`config.mk`:
```
export PLATFORM = sky130hd
export DESIGN_NAME = spi_regfile_slave
export DESIGN_NICKNAME = d
export VERILOG_FILES = /design/src/rtl/spi_regfile_slave.sv
export SDC_FILE = /design/constraint.sdc
export NUM_CORES = 1
export LEC_CHECK = 0
export BUFFER_PORTS_ARGS = -buffer_cell sky130_fd_sc_hd__buf_4
export CORE_MARGIN = 1.5
export CORE_UTILIZATION = 26
export CTS_BUF_LIST = sky130_fd_sc_hd__clkbuf_2 sky130_fd_sc_hd__clkbuf_4 sky130_fd_sc_hd__clkbuf_8
export DETAILED_ROUTE_END_ITERATION = 8
export GPL_ROUTABILITY_DRIVEN = 0
export SLEW_MARGIN = 15
export SYNTH_ARGS = -nofsm -noshare
export SYNTH_HDL_FRONTEND = slang
export SYNTH_SLANG_ARGS = --single-unit
```
`constraint.sdc`:
```
create_clock -name clk -period 1.7 [get_ports clk]
set_input_delay 0.17 -clock clk [delete_from_list [all_inputs] [get_ports clk]]
set_output_delay 0.17 -clock clk [all_outputs]
set_load 0.02 [all_outputs]
```
`src/rtl/spi_regfile_slave.sv`:
```
module spi_regfile_slave #(
  parameter int AW = 7,
  parameter int DW = 8,
  parameter logic [AW-1:0] START_REG = 1
) (
  input  logic          clk,
  input  logic          rst_n,
  input  logic          sclk,
  input  logic          cs_n,
  input  logic          mosi,
  output logic          miso,
  output logic [AW-1:0] rf_addr,
  output logic [DW-1:0] rf_wdata,
  output logic          rf_we,
  input  logic [DW-1:0] rf_rdata
);
  localparam logic [7:0] CMD_RD = 8'h03;
  localparam logic [7:0] CMD_WR = 8'h02;

  typedef enum logic [1:0] {PH_CMD, PH_ADDR, PH_DATA, PH_IGN} ph_t;

  logic [1:0] sclk_q, cs_q, mosi_q;
  logic       sclk_d;
  logic       cs_s, rise, fall;
  ph_t        ph;
  logic       rd;
  logic [2:0] cnt;
  logic [6:0] sr;
  logic [7:0] nb;
  logic [DW-1:0] tx, wd;
  logic [AW-1:0] addr;
  logic       ld, we_r, miso_r;

  assign cs_s = cs_q[1];
  assign rise = sclk_q[1] & ~sclk_d;
  assign fall = ~sclk_q[1] & sclk_d;
  assign nb   = {sr, mosi_q[1]};

  always_ff @(posedge clk or negedge rst_n)
    if (!rst_n) begin
      sclk_q <= '0; cs_q <= '1; mosi_q <= '0; sclk_d <= 1'b0;
    end else begin
      sclk_q <= {sclk_q[0], sclk};
      cs_q   <= {cs_q[0], cs_n};
      mosi_q <= {mosi_q[0], mosi};
      sclk_d <= sclk_q[1];
    end

  always_ff @(posedge clk or negedge rst_n)
    if (!rst_n) begin
      ph <= PH_CMD; rd <= 1'b0; cnt <= '0; sr <= '0; tx <= '0;
      wd <= '0; addr <= '0; ld <= 1'b0; we_r <= 1'b0; miso_r <= 1'b0;
    end else if (cs_s) begin
      ph <= PH_CMD; cnt <= '0; ld <= 1'b0; we_r <= 1'b0; miso_r <= 1'b0;
    end else begin
      we_r <= 1'b0;
      ld   <= 1'b0;
      if (we_r) addr <= addr + 1'b1;
      if (ld) tx <= rf_rdata;
      if (rise) begin
        sr  <= nb[6:0];
        cnt <= cnt + 3'd1;
        if (cnt == 3'd7)
          case (ph)
            PH_CMD: begin
              rd <= (nb == CMD_RD);
              ph <= (nb == CMD_RD || nb == CMD_WR) ? PH_ADDR : PH_IGN;
            end
            PH_ADDR: begin
              addr <= nb[AW-1:0];
              ph   <= PH_DATA;
              ld   <= rd;
            end
            PH_DATA:
              if (rd) begin
                addr <= addr + 1'b1;
                ld   <= 1'b1;
              end else begin
                wd   <= nb[DW-1:0];
                we_r <= 1'b1;
              end
            default: ;
          endcase
      end
      if (fall && ph == PH_DATA && rd) begin
        miso_r <= tx[DW-1];
        tx     <= {tx[DW-2:0], 1'b0};
      end
    end

  assign miso     = miso_r;
  assign rf_addr  = addr;
  assign rf_we    = we_r;
  assign rf_wdata = {wd[DW-1:1], wd[0] | ((addr == START_REG) & rf_rdata[0])};
endmodule

```
# == Word level (Yosys, flattened, before mapping) ==
# Index checks and enable logic that the tools add are counted.
# totals
regBits,46
in_bits,13
out_inout_bits,17
wordCells,70
# classes
add_sub_neg,2
eq_ne,6
muxes,26
bitwise,8
reduce_logical,14
# ops
cell,n
two-way mux 7 bit,4
equality test 8 x 2 -> 1 bit (second input constant),2
two-way mux 8 bit,2
one-hot mux 7 bit (2 select lines),1
two-way mux 1 bit,11
two-way mux 2 bit,4
nonzero test 2 bit,4
adder 7 x 1 -> 7 bit (second input constant),1
equality test 7 x 1 -> 1 bit (second input constant),1
two-way mux 3 bit,2
AND reduction 5 bit,1
NOT 1 bit,4
one-hot mux 2 bit (2 select lines),1
AND reduction 2 bit,2
AND reduction 4 bit,1
adder 3 x 1 -> 3 bit (second input constant),1
AND 1 bit,3
equality test 3 bit (second input constant),1
AND reduction 3 bit,1
nonzero test 3 bit,1
equality test 2 x 1 -> 1 bit (second input constant),1
equality test 2 bit (second input constant),1
logical AND 1 bit,2
zero test 2 bit,1
3 further kinds,3

# == Depth between registers and ports, before layout ==
# depth
word_depth,7
ltp_mapped,8
mapped_depth_nobuf,6

# == Least setup slack after synthesis ==
# OpenSTA, ideal clock, no wires.
# synth_timing
kind,flip-flop to flip-flop
start,register cnt[0]
end,register addr[3] (netlist: rf_addr[3])
setup_time_ps,126
arrival_ps,1728
required_time_ps,1574
setup_slack_ps,-154
path_stages_with_launch,8
path_buffers,1
synth_period_minus_slack_ps,1854
cell_sequence,dfrtp_1 > ha_1 > ha_1 > and4b_1 > buf_6 > o311ai_1 > o21ai_1 > o32a_1
# synth_via
elab_chain_len,3
# synth_lines
item,line,text
from (decl),27,logic [2:0] cnt;
from (signal assigned),62,cnt <= cnt + 3'd1;
equality test 3 bit,63,if (cnt == 3'd7)
two-way mux 7 bit,63,
two-way mux 7 bit,60,if (rise) begin
to (signal assigned),58,if (we_r) addr <= addr + 1'b1;
to (signal assigned),70,addr <= nb[AW-1:0];
to (signal assigned),76,addr <= addr + 1'b1;
to (decl),31,logic [AW-1:0] addr;
# Every way passes these cells.
# A chain may end at the register's enable or synchronous reset.

# == Worst setup path after layout ==
# layout_timing
start,register cnt[1]
end,register addr[3] (netlist: rf_addr[3])
# Same word-level chain as after synthesis.

==> flow_summary.json <==
{
  "status": "complete, but fails checks",
  "violations": "negative setup slack",
  "multi_input_area_um2": 1082,
  "global_route_wire_length_before_repair_um": 8783,
  "fmax_ghz": 0.5697,
  "worst_hold_startpoint": "rf_rdata[0]",
  "syn_inst": 212,
  "avgSynthCellArea_um2": 10.98,
  "die-height_um": 97.64,
  "worst-endpoint-required_ns": 1.90,
  "ir_drop_mv": 0.3990,
  "post-route-drc-count": 0,
  "tightestPinTransition_ns": 0.5824,
  "buffer_ports.inserted": 29,
  "cts.sink_count": 46,
  "root_buffer_selected_by_cts": "clkbuf_8",
  "floorplan.initialDensity": 0.2683,
  "timing.rr.start": "cnt[1]",
  "async_set_or_reset_register_ratio_after_synthesis": 1.000,
  "grt_pass1_vias": 1790,
  "ys_seq_area_frac": 0.4954,
  "synth.yosys.warnings": 0,
  "rows": 34,
  "dpl_cell_area_um2": 2806,
  "num-fill-cells": 895,
  "reg2reg_slack_ns": -0.06,
  "global_route.usage.met3": 0.02662,
  "ctsHtreeMaxLevel": 2,
  "p_leak_nw": 1.392,
  "path_clk_slew_ns": 0.10,
  "die_span_x_um": 97.64,
  "clock_insertion_delay_worst_skew_ns": 0.30,
  "detailed_route_wire_length_per_cell_um": 14.03,
  "max_slew_margin": 0.6117,
  "grt_setup_unrepaired": "yes",
  "ys_seq_elements": 46,
  "routed_via_count": 1828,
  "worstSetupEndpointType": "register",
  "gr-max-usage-layer": "met2",
  "final_cycle_utilization_of_the_critical_path": 1.032,
  "predominant_post_synthesis_flop_cell": "dfrtp_1",
  "detail_route.iter0.violations": 195,
  "timing.max_cap.violations": 0,
  "hold_end": "tx[0]",
  "drv_slew": 0,
  "routed_wirelength_um": 5262,
  "drt.antenna.violating_nets": 0,
  "whs_path_depth": 2,
  "finClkSkew_ns": 0.01005,
  "grt_max_degree": 47,
  "nets_finish": 286,
  "post-route-min-period_ns": 1.755,
  "regArea_um2": 1156,
  "dp.final_hpwl_um": 3757,
  "post_route_cells_drive_above_1_share": 0.3970,
  "tritoncts": "built",
  "timing_hold_violations_final": 0,
  "globalRouteOverflowTotal": 0,
  "first_pass_iters": 4,
  "global_route.usage.met1": 0.1529,
  "powerDensity_nw_per_um2": 770.7,
  "worst_r2r_endpoint": "rf_addr[3]",
  "grt.met2_usage": 0.1736,
  "synthToLayoutAreaGrowth_pct": 29.77,
  "ys_types": 51,
  "floorplan.die_area_um2": 9533,
  "antenna_violations_before_repair": 0,
  "startpoint_type": "register",
  "report.final.setup_viol": 1,
  "holdCritPathClass": "input port to register",
  "arrival_ns": 1.95,
  "clockBufferDepth": 2,
  "synth_area_um2": 2328,
  "timing_worst_setup_path_type": "register to register",
  "antenna_cells_inserted": 0,
  "grtUsageTotal": 0.1137,
  "final_cell_count_no_fill": 375,
  "worst_r2r_path_depth": 7,
  "design.core.area_um2": 8678,
  "syn_nets": 232,
  "top_level_ports": 30,
  "final_area_um2": 3022,
  "final.hold.worst_slack_ns": 0.1320,
  "placed_cells_incl_taps": 360,
  "tritoncts.num_buffers": 5,
  "p_total_w": 0.002329,
  "crit_path_max_fanout": 5,
  "drt-vias-per-instance": 4.875,
  "number_of_enable_flip_flop_cells_after_synthesis": 0,
  "final.setup.worst_slack_ns": -0.05523
}
## logic make-up after synthesis
family / Yosys count / synth area share
simple gates: 57 / 0.1376
fa+ha+maj: 7 / 0.03761
compound gates: 51 / 0.1564
mux: 21 / 0.09994
flops: 46 / 0.4954
xor+xnor: 3 / 0.01129
buf+inv: 27 / 0.06179
## stage by stage
step | setup slack, ns | util | setup TNS, ns
2_1_floorplan | -0.01230 | - | -0.01230
3_3_place_gp | -0.03366 | 0.3234 | -0.04971
3_5_place_dp | -0.07219 | 0.3234 | -0.1438
4_1_cts | -0.03654 | 0.3433 | -0.03654
5_1_grt | -0.1207 | 0.3482 | -0.1856
6_report | -0.05523 | 0.3482 | -0.05523
## flip-flops by register name, summed over array words and instances, names as in the netlist
signal,count
tx,8
wd,8
rf_addr,7
sr,7
cnt,3
cs_q,2
mosi_q,2
ph,2
sclk_q,2
ld,1
miso,1
rd,1
rf_we,1
sclk_d,1
## worst max-delay path by stage
stage / start / end / slack, ns / depth (start not counted)
floorplan: cnt[0] / rf_addr[3] / -0.01 / 7
global placement: ph[1] / rf_addr[3] / -0.03 / 6
detailed placement: ph[1] / rf_addr[3] / -0.07 / 6
CTS: cnt[1] / rf_addr[3] / -0.04 / 6
global route: cnt[1] / rf_addr[3] / -0.12 / 6
finish: cnt[1] / rf_addr[3] / -0.06 / 7
## final cells by class
type | count | area share
Sequential cell | 46 | 0.3826
Multi-Input combinational cell | 139 | 0.3582
Timing Repair Buffer | 65 | 0.1648
Tap cell | 108 | 0.04472
Clock buffer | 5 | 0.02277
Clock inverter | 3 | 0.01573
Inverter | 9 | 0.01118
## repair_timing
item / CTS / global route
gates resized for setup: 1 / 15
setup buffers: 2 / 1
hold buffers: 4 / 0
endpoints found under the hold margin: 47 / 0
pin swaps: 0 / 3
endpoints found under the setup margin: 4 / 14
## worst max-delay path: stages, from the launching register on
cell and delay, ns:
dfrtp_1 0.39, ha_2 0.20, ha_4 0.16, and4b_2 0.27, buf_4 0.16, a32oi_1 0.19, a21oi_1 0.10, o32a_1 0.19
## cell usage after synthesis, types with 4 or more instances
library cell  number  area (µm²)
inv_1              8       30.03
a21oi_1            5       25.02
dfrtp_1           44        1101
a22oi_1            8       60.06
mux2_2            18       202.7
nand2_1           12       45.04
buf_4              7       52.55
nand3_1            4       20.02
o21ai_0           12       60.06
nor3_1             5       25.02
and3_1             4       25.02
buf_2              7       35.03
ha_1               7       87.58
nor2_1            12       45.04
## per-layer routing
layer	vias up	part of all wire
met5	-	0
met4	0	0.026
met3	11	0.065
met2	54	0.45
met1	881	0.45
li1	882	-
## report_power, final
group	switching (W)	internal [W]	leakage (nW)	total, W
Sequential	0.000116	0.00117	0.572	0.00129
Clock	0.000411	0.000449	0.0591	0.000860
Combinational	0.0000738	0.000105	0.760	0.000179
Total	0.000601	0.00173	1.39	0.00233
## cell usage in the layout, fill, tap and decap left out, types with 5 or more instances in the layout
master / instances
a21oi_1: 5
o21ai_1: 9
clkbuf_8: 5
dfrtp_1: 42
inv_1: 7
a22oi_1: 8
buf_4: 61
nand2_1: 12
o21ai_0: 5
nor3_1: 5
nor2_1: 10
mux2_2: 18
No activity file was read; power rests on OpenSTA's default activity.
